`src/rtl/cfg_attr_pkg.sv`:
```
package cfg_attr_pkg;
  localparam int unsigned ATTR_AW = 10;
  localparam logic [ATTR_AW-1:0] OFS_OPTION = 10'h200;
  localparam logic [ATTR_AW-1:0] OFS_PINREP = 10'h204;
  localparam logic [ATTR_AW-1:0] OFS_SOCKET = 10'h206;

  typedef struct packed {
    logic       sreset;
    logic       level;
    logic [5:0] index;
  } opt_reg_t;

  typedef enum logic [1:0] {
    SEL_NONE,
    SEL_OPTION,
    SEL_PINREP,
    SEL_SOCKET
  } reg_sel_e;
endpackage

```
`src/rtl/cfg_option_reg.sv`:
```
module cfg_option_reg
  import cfg_attr_pkg::*;
(
  input  logic       clk_i,
  input  logic       rst_ni,
  input  logic       wr_i,
  input  logic [7:0] wdata_i,
  output opt_reg_t   opt_o
);
  opt_reg_t opt_q;
  logic     unused_rsv;

  assign unused_rsv = ^wdata_i[5:4];

  always_ff @(posedge clk_i or negedge rst_ni) begin
    if (!rst_ni) begin
      opt_q <= '0;
    end else if (wr_i) begin
      opt_q.sreset <= wdata_i[7];
      // entering or leaving soft reset never configures the card
      if (wdata_i[7] || opt_q.sreset) begin
        opt_q.level <= 1'b0;
        opt_q.index <= '0;
      end else begin
        opt_q.level <= wdata_i[6];
        opt_q.index <= {2'b00, wdata_i[3:0]};
      end
    end
  end

  assign opt_o = opt_q;

  AST_SRESET_CLEARS: assert property (@(posedge clk_i) disable iff (!rst_ni)
    wr_i && wdata_i[7] |=> opt_q.sreset && !opt_q.level && opt_q.index == '0);
  AST_SRESET_STICKY: assert property (@(posedge clk_i) disable iff (!rst_ni)
    opt_q.sreset && !wr_i |=> opt_q.sreset);
  AST_RELEASE_UNCONF: assert property (@(posedge clk_i) disable iff (!rst_ni)
    wr_i && opt_q.sreset |=> opt_q.index == '0 && !opt_q.level);
  AST_RSV_ZERO: assert property (@(posedge clk_i) disable iff (!rst_ni)
    wr_i |=> opt_q.index[5:4] == 2'b00);
endmodule

```
`src/rtl/cfg_pin_repl.sv`:
```
module cfg_pin_repl (
  input  logic clk_i,
  input  logic rst_ni,
  input  logic clr_i,
  input  logic ready_i,
  input  logic wr_i,
  input  logic wmask_i,
  input  logic wval_i,
  output logic ready_q_o,
  output logic cready_o
);
  logic ready_q, cready_q;

  always_ff @(posedge clk_i or negedge rst_ni) begin
    if (!rst_ni) begin
      ready_q  <= 1'b0;
      cready_q <= 1'b0;
    end else begin
      ready_q <= ready_i;
      if (clr_i)                   cready_q <= 1'b0;
      else if (ready_i != ready_q) cready_q <= 1'b1;  // change beats host write
      else if (wr_i && wmask_i)    cready_q <= wval_i;
    end
  end

  assign ready_q_o = ready_q;
  assign cready_o  = cready_q;

  AST_CREADY_SET: assert property (@(posedge clk_i) disable iff (!rst_ni)
    !clr_i && (ready_i != ready_q) |=> cready_q);
  AST_CREADY_MASKED: assert property (@(posedge clk_i) disable iff (!rst_ni)
    !clr_i && wr_i && !wmask_i && (ready_i == ready_q) |=> $stable(cready_q));
  AST_CREADY_CLR: assert property (@(posedge clk_i) disable iff (!rst_ni)
    clr_i |=> !cready_q);
endmodule

```
`src/rtl/cfg_irq_gen.sv`:
```
module cfg_irq_gen #(
  parameter int unsigned PULSE_LEN = 4
) (
  input  logic clk_i,
  input  logic rst_ni,
  input  logic clr_i,
  input  logic level_i,
  input  logic src_i,
  output logic irq_o
);
  localparam int unsigned CNT_W = $clog2(PULSE_LEN + 1);
  localparam logic [CNT_W-1:0] CNT_LOAD = CNT_W'(PULSE_LEN);

  logic             src_q;
  logic [CNT_W-1:0] cnt_q;
  logic             rise;

  assign rise = src_i && !src_q;

  always_ff @(posedge clk_i or negedge rst_ni) begin
    if (!rst_ni) begin
      src_q <= 1'b0;
      cnt_q <= '0;
    end else begin
      src_q <= src_i;
      if (clr_i)               cnt_q <= '0;
      else if (rise)           cnt_q <= CNT_LOAD;
      else if (cnt_q != '0)    cnt_q <= cnt_q - 1'b1;
    end
  end

  assign irq_o = level_i ? src_q : (cnt_q != '0);

  AST_PULSE_START: assert property (@(posedge clk_i) disable iff (!rst_ni)
    !clr_i && rise |=> irq_o);
  AST_PULSE_CLR: assert property (@(posedge clk_i) disable iff (!rst_ni)
    clr_i && !level_i |=> level_i || !irq_o);
endmodule

```
`src/rtl/cfg_attr_regs.sv`:
```
module cfg_attr_regs
  import cfg_attr_pkg::*;
#(
  parameter int unsigned ADDR_W    = 10,
  parameter int unsigned PULSE_LEN = 4
) (
  input  logic              clk_i,
  input  logic              rst_ni,
  input  logic [ADDR_W-1:0] addr_i,
  input  logic [7:0]        wdata_i,
  input  logic              we_i,
  input  logic              oe_i,
  output logic [7:0]        rdata_o,
  input  logic              ready_i,
  input  logic              irq_src_i,
  output logic [5:0]        cfg_index_o,
  output logic              level_mode_o,
  output logic              soft_rst_o,
  output logic              irq_o
);
  localparam logic [ADDR_W-1:0] A_OPTION = ADDR_W'(OFS_OPTION);
  localparam logic [ADDR_W-1:0] A_PINREP = ADDR_W'(OFS_PINREP);
  localparam logic [ADDR_W-1:0] A_SOCKET = ADDR_W'(OFS_SOCKET);

  reg_sel_e sel;
  opt_reg_t opt;
  logic     ready_q, cready;
  logic [7:0] rd;

  always_comb begin
    sel = SEL_NONE;
    if (!addr_i[0]) begin
      if      (addr_i == A_OPTION) sel = SEL_OPTION;
      else if (addr_i == A_PINREP) sel = SEL_PINREP;
      else if (addr_i == A_SOCKET) sel = SEL_SOCKET;
    end
  end

  cfg_option_reg u_opt (
    .clk_i   (clk_i),
    .rst_ni  (rst_ni),
    .wr_i    (we_i && sel == SEL_OPTION),
    .wdata_i (wdata_i),
    .opt_o   (opt)
  );

  cfg_pin_repl u_pin (
    .clk_i     (clk_i),
    .rst_ni    (rst_ni),
    .clr_i     (opt.sreset),
    .ready_i   (ready_i),
    .wr_i      (we_i && sel == SEL_PINREP),
    .wmask_i   (wdata_i[1]),
    .wval_i    (wdata_i[5]),
    .ready_q_o (ready_q),
    .cready_o  (cready)
  );

  cfg_irq_gen #(.PULSE_LEN(PULSE_LEN)) u_irq (
    .clk_i   (clk_i),
    .rst_ni  (rst_ni),
    .clr_i   (opt.sreset),
    .level_i (opt.level),
    .src_i   (irq_src_i),
    .irq_o   (irq_o)
  );

  always_comb begin
    rd = 8'h00;
    if (oe_i) begin
      unique case (sel)
        SEL_OPTION: rd = opt;
        SEL_PINREP: rd = {2'b00, cready, 1'b0, 2'b11, ready_q, 1'b0};
        default:    rd = 8'h00;  // socket/copy and unmapped read zero
      endcase
    end
  end

  assign rdata_o      = rd;
  assign cfg_index_o  = opt.index;
  assign level_mode_o = opt.level;
  assign soft_rst_o   = opt.sreset && rst_ni;

  AST_SOFT_RST_OUT: assert property (@(posedge clk_i) disable iff (!rst_ni)
    we_i && sel == SEL_OPTION && wdata_i[7] |=> soft_rst_o);
  AST_RD_IDLE_ZERO: assert property (@(posedge clk_i) disable iff (!rst_ni)
    !oe_i |-> rdata_o == 8'h00);
endmodule

```
`config.mk`:
```
export PLATFORM = sky130hd
export DESIGN_NAME = cfg_attr_regs
export DESIGN_NICKNAME = d
export VERILOG_FILES = /design/src/rtl/cfg_attr_pkg.sv /design/src/rtl/cfg_option_reg.sv /design/src/rtl/cfg_pin_repl.sv /design/src/rtl/cfg_irq_gen.sv /design/src/rtl/cfg_attr_regs.sv
export SDC_FILE = /design/constraint.sdc
export NUM_CORES = 1
export LEC_CHECK = 0
export BUFFER_PORTS_ARGS = -buffer_cell sky130_fd_sc_hd__buf_4
export CAP_MARGIN = 0
export CORE_AREA = 2 2 48 50
export DETAILED_ROUTE_END_ITERATION = 8
export DIE_AREA = 0 0 50 52
export PLACE_DENSITY = 0.74
export SYNTH_ARGS = -nofsm -noshare
export SYNTH_HDL_FRONTEND = slang
export SYNTH_HIERARCHICAL = 1
export SYNTH_SLANG_ARGS = --single-unit
```
`constraint.sdc`:
```
create_clock -name clk_i -period 1.36 [get_ports clk_i]
set_input_delay 0.068 -clock clk_i [delete_from_list [all_inputs] [get_ports clk_i]]
set_output_delay 0.068 -clock clk_i [all_outputs]
set_load 0.005 [all_outputs]
```
==> Word-level counts from Yosys, hierarchy flattened <==
Index checks and enable logic that the tools add are counted.
{ "totals": {"ff_bits": 14, "in_bits": 24, "out_inout_bits": 17, "word_cells": 38} }
{ "op_classes": {"add_sub_neg": 1, "eq_ne": 6, "muxes": 14, "n_reduce_logical": 10} }
{ "ops": {"columns": ["cell", "n"], "rows": [
  ["10-bit == test (second input constant)", 3],
  ["8-bit case mux with 2 select lines", 1],
  ["3-bit two-way mux", 3],
  ["3-bit nonzero test", 3],
  ["2-bit two-way mux", 4],
  ["8-bit two-way mux", 1],
  ["7-bit two-way mux", 1],
  ["1-bit logical AND", 5],
  ["1-bit two-way mux", 4],
  ["3-bit by 1-bit subtractor with 3-bit output (second input constant)", 1],
  ["2-bit by 1-bit == test with 1-bit output (second input constant)", 1],
  ["2-bit == test (second input constant)", 1],
  ["1-bit logical NOT", 1],
  ["1-bit logical OR", 1],
  ["1-bit != test", 1]
]} }

==> Logic depth before layout (Yosys ltp) <==
{ "depth": {"depth_word": 11, "depth_mapped": 6, "depth_no_buf": 5} }

==> Cells and area by module <==
The synthesis kept the hierarchy.
{ "by_module_without_submodules": {"columns": ["mod", "instances", "cells_each", "area_each_um2", "seq_area_each_um2"], "rows": [
  ["cfg_option_reg", 1, 27, 296.5, 150.1],
  ["cfg_attr_regs", 1, 32, 292.8, 0.0],
  ["cfg_irq_gen", 1, 19, 216.5, 100.1],
  ["cfg_pin_repl", 1, 6, 80.1, 50.0]
]} }

==> Worst setup path after synthesis <==
No wires, ideal clock.
{ "synth_path": {"path_kind": "input to register", "startpoint": "input port addr_i[0]", "endpoint": "register u_opt.opt_q (netlist bit u_opt/opt_o[7])", "setup_ps": 128, "t_arrival_ps": 1382, "required_ps": 1232, "slack_ps": -150, "stages": 4, "path_buffers": 1, "cell_sequence": "or4_1 -> buf_6 -> nor4_2 -> mux2_1"} }
{ "synth_between": {"elab_chain_len": 7, "word_cells_on_any_way": 9, "cone_classes": "eq/ne (4); mux (4); reduce/logical (1)"} }
{ "synth_rtl": {"columns": ["item", "line", "rtl"], "rows": [
  ["from (decl)", "cfg_attr_regs.sv:9", "input logic [ADDR_W-1:0] addr_i,"],
  ["10-bit == test", "cfg_attr_regs.sv:35", "else if (addr_i == A_SOCKET) sel = SEL_SOCKET;"],
  ["2-bit two-way mux", "cfg_attr_regs.sv:35", null],
  ["2-bit two-way mux", "cfg_attr_regs.sv:34", "else if (addr_i == A_PINREP) sel = SEL_PINREP;"],
  ["2-bit two-way mux", "cfg_attr_regs.sv:33", "if (addr_i == A_OPTION) sel = SEL_OPTION;"],
  ["2-bit two-way mux *", "cfg_attr_regs.sv:32", "if (!addr_i[0]) begin"],
  ["2-bit by 1-bit == test with 1-bit output *", "cfg_attr_regs.sv:42", ".wr_i (we_i && sel == SEL_OPTION),"],
  ["1-bit logical AND *", "cfg_attr_regs.sv:42", null],
  ["to (decl)", "cfg_option_reg.sv:10", "opt_reg_t opt_q;"]
]} }
Every way passes the cells marked *; elsewhere a longest branch is shown, timed or not.
A chain may end at the register's enable or synchronous reset.

==> Worst setup path after layout <==
{ "layout_path": {"startpoint": "register u_opt.opt_q (netlist bit u_opt/opt_o[1])", "endpoint": "output port rdata_o[1]"} }
{ "layout_between": {"elab_chain_len": 2} }
{ "layout_rtl": {"columns": ["item", "line", "rtl"], "rows": [
  ["8-bit case mux with 2 select lines", "cfg_attr_regs.sv:71", "unique case (sel)"],
  ["8-bit two-way mux", "cfg_attr_regs.sv:70", "if (oe_i) begin"],
  ["to (decl)", "cfg_attr_regs.sv:13", "output logic [7:0] rdata_o,"]
]} }
Every way passes these cells.

==> reports/metrics.cfg <==
[floorplan]
io_pins = 41
die_w_um = 50
die_h_um = 52
initial_utilization = 0.421
die_area_um2 = 2600
fp-row-count = 17
coreArea_um2 = 2110

[critical_path]
reg2reg_depth = 6
timing.rr.end = u_irq/cnt_q[2]
cp.required_ns = 1.29
critPathKind = reg -> out
cp-start-kind = flop
crit_path_end_kind = output pin
rrSetupSlack_ns = 0.07
crit_path_max_fanout = 2
r2r-start = u_irq/cnt_q[1]
arrival_ns = 1.43

[clock_tree]
clockRootBuffer = clkbuf_4
cts_made_buffers = 3
clk_path_buf_depth = 2
htree_levels = 1
path_clk_slew_ns = 0.07
cts_tree = yes
clk_latency_ns = 0.26
clock-sinks = 12

[pwr]
leakagePower_nw = 0.678
seqPwrFrac = 0.373
power_frac_clock = 0.169
power.internal_mw = 0.820
ir_worst_vdd_mv = 0.716
switching_share = 0.315
p_switching_mw = 0.378
combPwrFrac = 0.458
p_per_area_nw_per_um2 = 798

[logic_synthesis]
synth.area.top_cells = dfrtp_1 34%, a2111oi_2 8.5%, nor4_2 8.5%
synth_edf_count = 0
ys_ff_latch = 12
synth_seq_area_share = 0.339
synth_most_common_cell = dfrtp_1
synth_ff_type = dfrtp_1
syn_area_per_cell_um2 = 10.5
synth_top_area_cell = dfrtp_1
syn_area_um2 = 886
synthArstFlopShare = 1.00
synth_warnings = 6
synthTopCellsByCount = 12 x dfrtp_1, 9 x inv_1, 8 x nand2_1, 8 x or3b_2, 6 x nor4_2
yosysTopAreaCellShare = 0.339
synthCells = 84
yosysUniqueCellTypes = 31

[sta]
rsz0062_at_grt = yes
fin_setup_tns_ns = -0.284
timing.final.crit_share = 1.10
drv_slew = 0
setup_viol = 7
setup_ws_ns = -0.140
final_hold_viol_count = 0
clock.fmax_mhz = 667
fin_skew_ns = 0.00204
post-route-min-period_ns = 1.50

[final_layout]
nets = 168
stdcell_area_um2 = 1500
layout-drive-gt1-share = 0.664
stdcell_count = 168
fillCellCount = 162
layout.area.seq_um2 = 300
area_growth_syn_to_layout_pct = 69.4
multiInputGateArea_um2 = 632
diodes = 0

[run_status]
outcome = complete, but fails checks
violations = negative setup slack

[min_path]
hold_depth = 2
hold_path_class = in -> reg
min_from = wdata_i[7]
min_to = u_opt/opt_o[7]

[route]
drt_iter0_drc = 5
vias = 844
post-route-drc-count = 0
avgRoutedWirePerCell_um = 14.9
vias_per_cell = 5.02
drtPass1Iterations = 4
ant_nets = 0
drt_wl_total_um = 2500

[place]
io_buffers = 36
placed_cells = 153
post-dp-hpwl_um = 1710
placement.cell_area_um2 = 1240
place_congestion = 0.821
dp_slack_ns = -0.210

[global_routing]
met3_usage = 0.0259
grt_max_degree = 14
grt_pass1_vias = 845
grt_usage = 0.201
use_met2 = 0.344
grt.met1_usage = 0.247
grt_pass1_wl_um = 3920
antenna_found_initial = 0
grt_busiest_layer = met2
grt_overflow = 0

[flow_run]
cap_viol_max_count = 0

## cell usage in the layout (no fill, tap or decap), types with 3 or more instances in the layout
cell type,count
nor4_4,5
dfrtp_1,12
dlygate4sd3_1,3
nand2_1,8
a2111oi_4,4
buf_4,49
buf_6,7
or3b_4,5
o22ai_2,5
or3b_2,3
clkbuf_4,3
inv_1,7
## final cells by class
class                           instances  area share
Tap cell                               28      0.0234
Multi-Input combinational cell         57       0.421
Inverter                                9      0.0225
Clock buffer                            3      0.0150
Sequential cell                        12       0.200
Timing Repair Buffer                   59       0.318
## cell families (layout without fill, tap and decap cells)
group / count (synthesis) / after routing / share of synthesized area
multiplexers: 2 / 2 / 0.0254
flip-flops: 12 / 12 / 0.339
buffers and inverters: 16 / 71 / 0.0904
AND/OR/NAND/NOR: 35 / 35 / 0.308
adder cells (fa/ha/maj): 2 / 2 / 0.0282
AO/OA/AOI/OAI: 14 / 14 / 0.185
other: 1 / 2 / 0.00423
XOR/XNOR: 2 / 2 / 0.0198
## critical path: stages (launching register included)
cell       delay, ns
dfrtp_1         0.34
or3b_4          0.39
a2111oi_4       0.28
buf_4           0.16
## per-stage QoR
stage	utilization	power (mW)	hold WS (ns)
after global routing	0.712	1.27	0.0445
final	0.712	1.20	0.0416
after global placement	0.590	0.815	-0.0841
after CTS	0.689	1.19	0.0354
after detailed placement	0.590	0.839	-0.0831
after floorplan	-	0.718	-0.228
## timing repair
item                                    4_1_cts  5_1_grt
endpoints found under the setup margin        8       10
buffers inserted                              7        2
pin swaps                                     7        0
hold buffers                                  3        0
gates cloned                                  0        0
endpoints found under the hold margin        14        0
resized for setup                            19        5
## per-layer routing
metal	wire length, um	vias to the layer above
li1	-	410
met1	998	398
met2	1350	30
met3	91	6
met4	57	0
met5	0	-
## worst max path at each step
stage              startpoint             end  slack, ns  cells after the start
2_1_floorplan       addr_i[0]  u_pin/cready_o     -0.006                      5
3_3_place_gp        addr_i[0]      rdata_o[3]      -0.18                      5
3_5_place_dp        addr_i[0]      rdata_o[3]      -0.21                      5
4_1_cts        u_opt/opt_o[1]      rdata_o[1]      -0.15                      3
5_1_grt        u_opt/opt_o[1]      rdata_o[1]      -0.18                      3
6_report       u_opt/opt_o[1]      rdata_o[1]      -0.14                      3
## sequential cells by signal, indices dropped and copies added, names as in the netlist
name	cells
u_pin/ready_q_o	1
u_irq/cnt_q	3
u_irq/src_q	1
u_opt/opt_o	6
u_pin/cready_o	1
## power groups by stage
stage	clock, mW	sequential (mW)	combinational, mW
after global placement	0	0.446	0.369
after floorplan	0	0.442	0.276
after detailed placement	0	0.451	0.389
after CTS	0.210	0.445	0.533
after global routing	0.222	0.452	0.593
final	0.203	0.447	0.548
Power figures use the tool's default switching activity.
